`src/rtl/vlf_pkg.sv`:
```
package vlf_pkg;

    localparam int LEN_W     = 5;
    localparam int CLS_W     = 3;
    localparam int OPC_W     = 4;
    localparam int BYTE_W    = 8;
    // position, within an instruction, of the byte that settles a deferred size
    localparam int SPLIT_IDX = 3;

    typedef enum logic [CLS_W-1:0] {
        CLS_N2   = 3'd0,
        CLS_N3   = 3'd1,
        CLS_W16  = 3'd2,
        CLS_PEND = 3'd3,
        CLS_X8   = 3'd4,
        CLS_X16  = 3'd5,
        CLS_BAD  = 3'd6
    } vlf_cls_e;

    typedef struct packed {
        vlf_cls_e           cls;
        logic [LEN_W-1:0]   len;
    } vlf_len_t;

    // first step: size from the opcode nibble of the leading byte
    function automatic vlf_len_t head_lookup(input logic [OPC_W-1:0] op);
        vlf_len_t r;
        if (op <= 4'd7) begin
            r.cls = CLS_N3;  r.len = LEN_W'(3);
        end else if (op <= 4'd13) begin
            r.cls = CLS_N2;  r.len = LEN_W'(2);
        end else if (op == 4'd14) begin
            r.cls = CLS_W16; r.len = LEN_W'(16);
        end else begin
            r.cls = CLS_PEND; r.len = '0;
        end
        return r;
    endfunction

    // second step: size from the selector nibble of the deferred byte
    function automatic vlf_len_t tail_lookup(input logic [OPC_W-1:0] sel);
        vlf_len_t r;
        if (sel == 4'hD || sel == 4'hF) begin
            r.cls = CLS_BAD; r.len = '0;
        end else if (sel[0]) begin
            r.cls = CLS_X16; r.len = LEN_W'(16);
        end else begin
            r.cls = CLS_X8;  r.len = LEN_W'(8);
        end
        return r;
    endfunction

endpackage

```
`src/rtl/vlf_classify.sv`:
```
module vlf_classify
    import vlf_pkg::*;
(
    input  logic [OPC_W-1:0] head_op,
    input  logic [OPC_W-1:0] tail_sel,
    output vlf_len_t         head,
    output vlf_len_t         tail
);

    localparam int N_ENT = 1 << OPC_W;

    vlf_len_t head_lut [N_ENT];
    vlf_len_t tail_lut [N_ENT];

    for (genvar g = 0; g < N_ENT; g++) begin : g_lut
        assign head_lut[g] = head_lookup(OPC_W'(g));
        assign tail_lut[g] = tail_lookup(OPC_W'(g));
    end

    assign head = head_lut[head_op];
    assign tail = tail_lut[tail_sel];

endmodule

```
`src/rtl/vlf_byte_src.sv`:
```
module vlf_byte_src #(
    parameter int DEPTH  = 3,
    parameter int BYTE_W = 8
) (
    input  logic                          clk,
    input  logic                          rst,
    input  logic                          in_valid,
    input  logic [BYTE_W-1:0]             in_data,
    input  logic                          take,
    input  logic                          load,
    input  logic [DEPTH-1:0][BYTE_W-1:0]  load_bytes,
    output logic                          src_valid,
    output logic [BYTE_W-1:0]             src_data,
    output logic                          busy
);

    localparam int CNT_W = $clog2(DEPTH + 1);

    typedef struct packed {
        logic [DEPTH-1:0][BYTE_W-1:0] buf_b;
        logic [CNT_W-1:0]             cnt;
    } rp_t;

    rp_t rp_q, rp_d;

    always_comb begin
        busy      = (rp_q.cnt != '0);
        src_valid = busy | in_valid;
        src_data  = busy ? rp_q.buf_b[0] : in_data;

        rp_d = rp_q;
        if (load) begin
            rp_d.buf_b = load_bytes;
            rp_d.cnt   = CNT_W'(DEPTH);
        end else if (take && busy) begin
            for (int k = 0; k < DEPTH; k++) begin
                rp_d.buf_b[k] = (k < DEPTH - 1) ? rp_q.buf_b[k+1] : '0;
            end
            rp_d.cnt = rp_q.cnt - CNT_W'(1);
        end
    end

    always_ff @(posedge clk) begin
        if (rst) rp_q <= '0;
        else     rp_q <= rp_d;
    end

    AST_RP_LOAD_IDLE: assert property (@(posedge clk) disable iff (rst)
        load |-> !busy);

    AST_RP_DRAIN: assert property (@(posedge clk) disable iff (rst)
        (busy && take && !load) |=> (rp_q.cnt == $past(rp_q.cnt) - CNT_W'(1)));

endmodule

```
`src/rtl/vlf_out_slot.sv`:
```
module vlf_out_slot #(
    parameter int OFF_W = 16,
    parameter int LEN_W = 5,
    parameter int CLS_W = 3
) (
    input  logic              clk,
    input  logic              rst,
    input  logic              load,
    input  logic [OFF_W-1:0]  ld_off,
    input  logic [LEN_W-1:0]  ld_len,
    input  logic [CLS_W-1:0]  ld_cls,
    input  logic              rec_ready,
    output logic              rec_valid,
    output logic [OFF_W-1:0]  rec_off,
    output logic [LEN_W-1:0]  rec_len,
    output logic [CLS_W-1:0]  rec_cls,
    output logic              go
);

    typedef struct packed {
        logic              v;
        logic [OFF_W-1:0]  off;
        logic [LEN_W-1:0]  len;
        logic [CLS_W-1:0]  cls;
    } slot_t;

    slot_t sl_q, sl_d;

    always_comb begin
        go   = !sl_q.v || rec_ready;
        sl_d = sl_q;
        if (go) begin
            sl_d.v = load;
            if (load) begin
                sl_d.off = ld_off;
                sl_d.len = ld_len;
                sl_d.cls = ld_cls;
            end
        end
    end

    always_ff @(posedge clk) begin
        if (rst) sl_q <= '0;
        else     sl_q <= sl_d;
    end

    assign rec_valid = sl_q.v;
    assign rec_off   = sl_q.off;
    assign rec_len   = sl_q.len;
    assign rec_cls   = sl_q.cls;

    AST_REC_HOLD: assert property (@(posedge clk) disable iff (rst)
        (sl_q.v && !rec_ready) |=> (sl_q.v && $stable(sl_q.off) && $stable(sl_q.len)
                                    && $stable(sl_q.cls)));

    AST_LOAD_FREE: assert property (@(posedge clk) disable iff (rst)
        load |-> go);

endmodule

```
`src/rtl/vlf_framer.sv`:
```
module vlf_framer
    import vlf_pkg::*;
#(
    parameter int OFF_W = 16
) (
    input  logic              clk,
    input  logic              rst,
    input  logic              in_valid,
    input  logic [7:0]        in_data,
    output logic              in_ready,
    output logic              rec_valid,
    input  logic              rec_ready,
    output logic [OFF_W-1:0]  rec_off,
    output logic [4:0]        rec_len,
    output logic [2:0]        rec_cls,
    output logic              err_valid,
    output logic [OFF_W-1:0]  err_off
);

    localparam int CAP_N = SPLIT_IDX - 1;
    localparam int RP_D  = SPLIT_IDX;

    typedef struct packed {
        logic [LEN_W-1:0]             idx;
        logic [LEN_W-1:0]             tgt;
        vlf_cls_e                     cls;
        logic [OFF_W-1:0]             start;
        logic [OFF_W-1:0]             cur_off;
        logic [CAP_N-1:0][BYTE_W-1:0] cap;
        logic                         err_v;
        logic [OFF_W-1:0]             err_off;
    } core_t;

    core_t cq, cd;

    logic                          src_valid;
    logic [BYTE_W-1:0]             src_data;
    logic                          rp_busy;
    logic                          go;
    logic                          take;
    logic                          rp_load;
    logic [RP_D-1:0][BYTE_W-1:0]   rp_bytes;
    logic                          emit;
    logic [OFF_W-1:0]              emit_off;
    logic [LEN_W-1:0]              emit_len;
    vlf_cls_e                      emit_cls;
    vlf_cls_e                      cls_now;
    logic [LEN_W-1:0]              tgt_now;
    vlf_len_t                      head;
    vlf_len_t                      tail;

    vlf_classify u_cls (
        .head_op  (src_data[OPC_W-1:0]),
        .tail_sel (src_data[OPC_W-1:0]),
        .head     (head),
        .tail     (tail)
    );

    vlf_byte_src #(.DEPTH(RP_D), .BYTE_W(BYTE_W)) u_src (
        .clk        (clk),
        .rst        (rst),
        .in_valid   (in_valid),
        .in_data    (in_data),
        .take       (take),
        .load       (rp_load),
        .load_bytes (rp_bytes),
        .src_valid  (src_valid),
        .src_data   (src_data),
        .busy       (rp_busy)
    );

    vlf_out_slot #(.OFF_W(OFF_W), .LEN_W(LEN_W), .CLS_W(CLS_W)) u_slot (
        .clk       (clk),
        .rst       (rst),
        .load      (emit),
        .ld_off    (emit_off),
        .ld_len    (emit_len),
        .ld_cls    (emit_cls),
        .rec_ready (rec_ready),
        .rec_valid (rec_valid),
        .rec_off   (rec_off),
        .rec_len   (rec_len),
        .rec_cls   (rec_cls),
        .go        (go)
    );

    assign take     = src_valid && go;
    assign in_ready = !rp_busy && go;

    always_comb begin
        cd        = cq;
        cd.err_v  = 1'b0;
        emit      = 1'b0;
        rp_load   = 1'b0;
        rp_bytes  = {src_data, cq.cap};
        cls_now   = cq.cls;
        tgt_now   = cq.tgt;
        emit_off  = cq.start;
        emit_len  = cq.tgt;
        emit_cls  = cq.cls;

        if (take) begin
            cd.cur_off = cq.cur_off + OFF_W'(1);
            if (cq.idx == '0) begin
                cd.start = cq.cur_off;
                cd.cls   = head.cls;
                cd.tgt   = head.len;
                cd.idx   = LEN_W'(1);
            end else begin
                for (int k = 0; k < CAP_N; k++) begin
                    if (cq.idx == LEN_W'(k + 1)) cd.cap[k] = src_data;
                end
                if (cq.cls == CLS_PEND && cq.idx == LEN_W'(SPLIT_IDX)) begin
                    cls_now = tail.cls;
                    tgt_now = tail.len;
                end
                if (cls_now == CLS_BAD) begin
                    cd.err_v   = 1'b1;
                    cd.err_off = cq.start;
                    cd.cur_off = cq.start + OFF_W'(1);
                    cd.idx     = '0;
                    rp_load    = 1'b1;
                end else if (cq.idx + LEN_W'(1) == tgt_now) begin
                    emit     = 1'b1;
                    emit_len = tgt_now;
                    emit_cls = cls_now;
                    cd.idx   = '0;
                end else begin
                    cd.idx = cq.idx + LEN_W'(1);
                    cd.cls = cls_now;
                    cd.tgt = tgt_now;
                end
            end
        end
    end

    always_ff @(posedge clk) begin
        if (rst) cq <= '0;
        else     cq <= cd;
    end

    assign err_valid = cq.err_v;
    assign err_off   = cq.err_off;

    AST_ERR_ONE_CYCLE: assert property (@(posedge clk) disable iff (rst)
        err_valid |=> !err_valid);

    AST_ERR_INPUT_CLOSED: assert property (@(posedge clk) disable iff (rst)
        err_valid |-> !in_ready);

    AST_REC_SIZE_LEGAL: assert property (@(posedge clk) disable iff (rst)
        rec_valid |-> (rec_len == 5'd2 || rec_len == 5'd3 || rec_len == 5'd8
                       || rec_len == 5'd16));

    AST_REC_CLASS_PAIR: assert property (@(posedge clk) disable iff (rst)
        rec_valid |-> ((rec_cls == 3'd0 && rec_len == 5'd2)
                    || (rec_cls == 3'd1 && rec_len == 5'd3)
                    || (rec_cls == 3'd2 && rec_len == 5'd16)
                    || (rec_cls == 3'd4 && rec_len == 5'd8)
                    || (rec_cls == 3'd5 && rec_len == 5'd16)));

    AST_NO_ACCEPT_STALLED: assert property (@(posedge clk) disable iff (rst)
        (rec_valid && !rec_ready) |-> !in_ready);

endmodule

```
`config.mk`:
```
export PLATFORM = sky130hd
export DESIGN_NAME = vlf_framer
export DESIGN_NICKNAME = d
export VERILOG_FILES = /design/src/rtl/vlf_pkg.sv /design/src/rtl/vlf_classify.sv /design/src/rtl/vlf_byte_src.sv /design/src/rtl/vlf_out_slot.sv /design/src/rtl/vlf_framer.sv
export SDC_FILE = /design/constraint.sdc
export NUM_CORES = 1
export LEC_CHECK = 0
export ABC_CLOCK_PERIOD_IN_PS = 5950
export BUFFER_PORTS_ARGS = -buffer_cell sky130_fd_sc_hd__buf_2
export CORE_ASPECT_RATIO = 0.9
export CORE_MARGIN = 1
export CORE_UTILIZATION = 32
export CTS_CLUSTER_DIAMETER = 100
export DETAILED_ROUTE_END_ITERATION = 10
export SLEW_MARGIN = 20
export SYNTH_ARGS = -nofsm -noshare
export SYNTH_HDL_FRONTEND = slang
export SYNTH_SLANG_ARGS = --single-unit
```
`constraint.sdc`:
```
create_clock -name clk -period 5.95 [get_ports clk]
set_clock_uncertainty 0.2 [all_clocks]
set_input_delay 1.19 -clock clk [delete_from_list [all_inputs] [get_ports clk]]
set_output_delay 1.19 -clock clk [all_outputs]
set_load 0.02 [all_outputs]
```
==> results.yml <==
sta:
  fin_hold_ws_ns: 0.249
  period_minus_slack_ns: 3.60
  worst_pin_slew_ns: 1.07
  min_period_over_period_pct: 60.5
  grt_setup_unrepaired: "false"
  slew_viol_final: 0
  setup-violations-final: 0
  worst_slew_margin_rel_pct: 28.5
  setup_ws_ns: 2.35
  fin_tns_setup_ns: 0
  timing_hold_violations_final: 0
  max_freq_mhz: 278
flow_run:
  max-cap-violations: 0
clocking:
  h-tree-depth: 3
  clock_latency_ns: 0.35
  root_buffer: "clkbuf_16"
  cts_num_sinks: 109
  cts_resized: 0
  holdBufCountCts: 0
  path_clk_slew_ns: 0.08
  clock_path_buffers: 2
  cts_tree: "built"
  numCtsBuffers: 9
  post_cts_buffers: 0
pwr:
  powerDensity_nw_per_um2: 348
  p_comb_share_pct: 30.7
  p_leak_nw: 2.12
  vdd_drop_max_v: 0.000175
  p_int_w: 0.00128
  netSwitchingFraction_pct: 38.4
  power_frac_seq_pct: 39.7
  clkPwrFrac_pct: 29.6
  switchingPower_w: 0.000799
  power_w: 0.00208
floorplanning:
  core_area_um2: 16400
  pin_count: 55
  rows: 44
  initial_core_util_pct: 33.3
  die_x_um: 140
  fp.dieH_um: 126
  dieArea_um2: 17600
yosys:
  syn_area_per_cell_um2: 8.10
  ys_seq_elements: 109
  ys_types: 62
  yosysMostFrequentCell: "nand2_1"
  synth-edff-count: 0
  synthArstFlopShare_pct: 0
  synth_top_area_share_pct: 39.9
  yosys-top-cells-area: "dfxtp_1 40%, nand2_1 8.1%, a21oi_1 7.5%, nor2_1 3.5%, nand4_1 3.2%"
  synth_commonest_cells: "118 x nand2_1, 109 x dfxtp_1, 82 x a21oi_1"
  synth_seq_area_share_pct: 39.9
  synth_cells: 675
  netlist_area_um2: 5470
  synth_top_area_cell: "dfxtp_1"
  yosys_warnings: 0
  ys.flop_type: "dfxtp_1"
  syn-num-nets: 694
global_route:
  grtUsageTotal_pct: 16.4
  grt_start_max_net_pins: 57
  grt_pass1_vias: 4365
  grt_pass1_wl_mm: 23.3
  grt_antenna_before_repair: 0
  gr-total-overflow: 0
drt:
  firstDrtPassIters: 4
  avgRoutedWirePerCell_um: 15.6
  vias: 4728
  via_per_inst: 5.32
  wl_mm: 13.9
  first_iter_violations: 399
  ant_nets: 0
  drcViolationCount: 0
placed_design:
  globalplace.congestion: 0.803
  pre_cts_slack_ns: 2.00
  dpl.hpwl_mm: 9.16
  port_buffers: 50
setup_path:
  end_kind: "flip-flop"
  rr_worst_depth: 7
  r2r-end: "u_src.rp_q[11]"
  slowest_delay_ns: 0.68
  path_cells: "ha_1 > and4b_1 > o2111a_1 > o21a_1 > nand2_2 > nor2_1 > a311oi_1"
  critPathKind: "flip-flop to flip-flop"
  cp_max_fo: 45
  crit_path_start_kind: "flip-flop"
  worstReg2RegStart: "cq[73]"
  worstPathRequired_ns: 5.95
  rrSetupSlack_ns: 2.35
  arrival_ns: 3.60
  slowest_stage: "nand2_2"
layout:
  syn_to_final_growth_pct: 9.23
  drive_gt1_share_pct: 13.4
  nets: 695
  fillers: 1738
  regArea_um2: 2180
  multi_input_area_um2: 2880
  diodes: 0
  final_util_pct: 36.4
min_path:
  hp-class: "flip-flop to flip-flop"
  min_from: "err_off[9]"
  hold_depth: 2
  min_to: "err_off[9]"
outcome:
  status: "completed"
-- logic make-up after synthesis --
kind of cell	synth area share [%]
buffers and inverters	7.39
adders and majority gates	1.60
AOI/OAI and AO/OA	19.9
xor gates and xnor gates	4.30
DFF	39.9
and+or+nand+nor	23.7
muxes	3.11
-- routing by layer --
layer  vias to the layer above  GRT usage, %  wire, um
met5                         -             0         0
met4                         0          4.52       175
met3                        14          2.81       625
met2                       114          23.2      5580
met1                      2221          25.2      7480
li1                       2379             -         -
-- layout by cell type, fill, tap and decap left out, drive strengths merged, types with 8 or more instances in the layout --
cell type  netlist  layout
a31oi            8       8
clkbuf          29       9
o21ai           23      23
inv             10      12
nor2            52      52
nand4           29      29
o31ai           20      20
a311oi          10      10
mux2i           11      11
xnor2           11      11
buf             39      58
nand2          119     119
dfxtp          109     109
a21oi           82      82
nor3            12      12
nand3           20      20
xor2            15      15
-- stage by stage --
stage / cells / cell area [um2]
floorplan: 675 / 5470
global placement: 872 / 5670
detailed placement: 872 / 5670
CTS: 888 / 5970
global route: 888 / 5970
finish: 888 / 5970
-- power by group through the flow --
stage / clock network, W / registers (W) / logic [W]
2_1_floorplan: 0 / 0.000837 / 0.000493
5_1_grt: 0.000655 / 0.000832 / 0.000711
6_report: 0.000616 / 0.000825 / 0.000639
4_1_cts: 0.000628 / 0.000824 / 0.000640
3_3_place_gp: 0 / 0.000840 / 0.000641
3_5_place_dp: 0 / 0.000840 / 0.000637
-- sequential cells by signal (all words and copies together) (netlist names) --
name	flops
u_slot.rec_valid	1
u_slot.rec_off	16
u_slot.rec_len	5
u_slot.rec_cls	3
err_valid	1
cq	37
u_src.rp_q	14
err_off	16
emit_off	16
-- critical path, delay by kind of cell, from the launching register on --
kind	cells	cell delay [ns]
simple gates	3	1.32
compound gates	3	1.08
fa+ha+maj	1	0.35
flops	1	0.48
-- worst max path at each step --
stage | from | end | slack, ns | cells past startpoint
global route | cq[73] | u_src.rp_q[10] | 2.06 | 7
finish | cq[73] | u_src.rp_q[11] | 2.35 | 7
floorplan | in_data[2] | cq[72] | 2.98 | 6
detailed placement | in_data[3] | u_src.rp_q[11] | 2.00 | 7
global placement | in_data[0] | cq[72] | 2.00 | 8
CTS | in_data[3] | u_src.rp_q[4] | 2.37 | 6
-- area by class of cell --
cell class	count	share of cell area, %
clock buffer	9	3.77
clock inverter	7	1.24
inverter	10	0.629
multi-input combinational	488	48.2
sequential	109	36.6
tap	207	4.34
timing repair buffer	58	5.24
(Power assumes the default switching activity.)
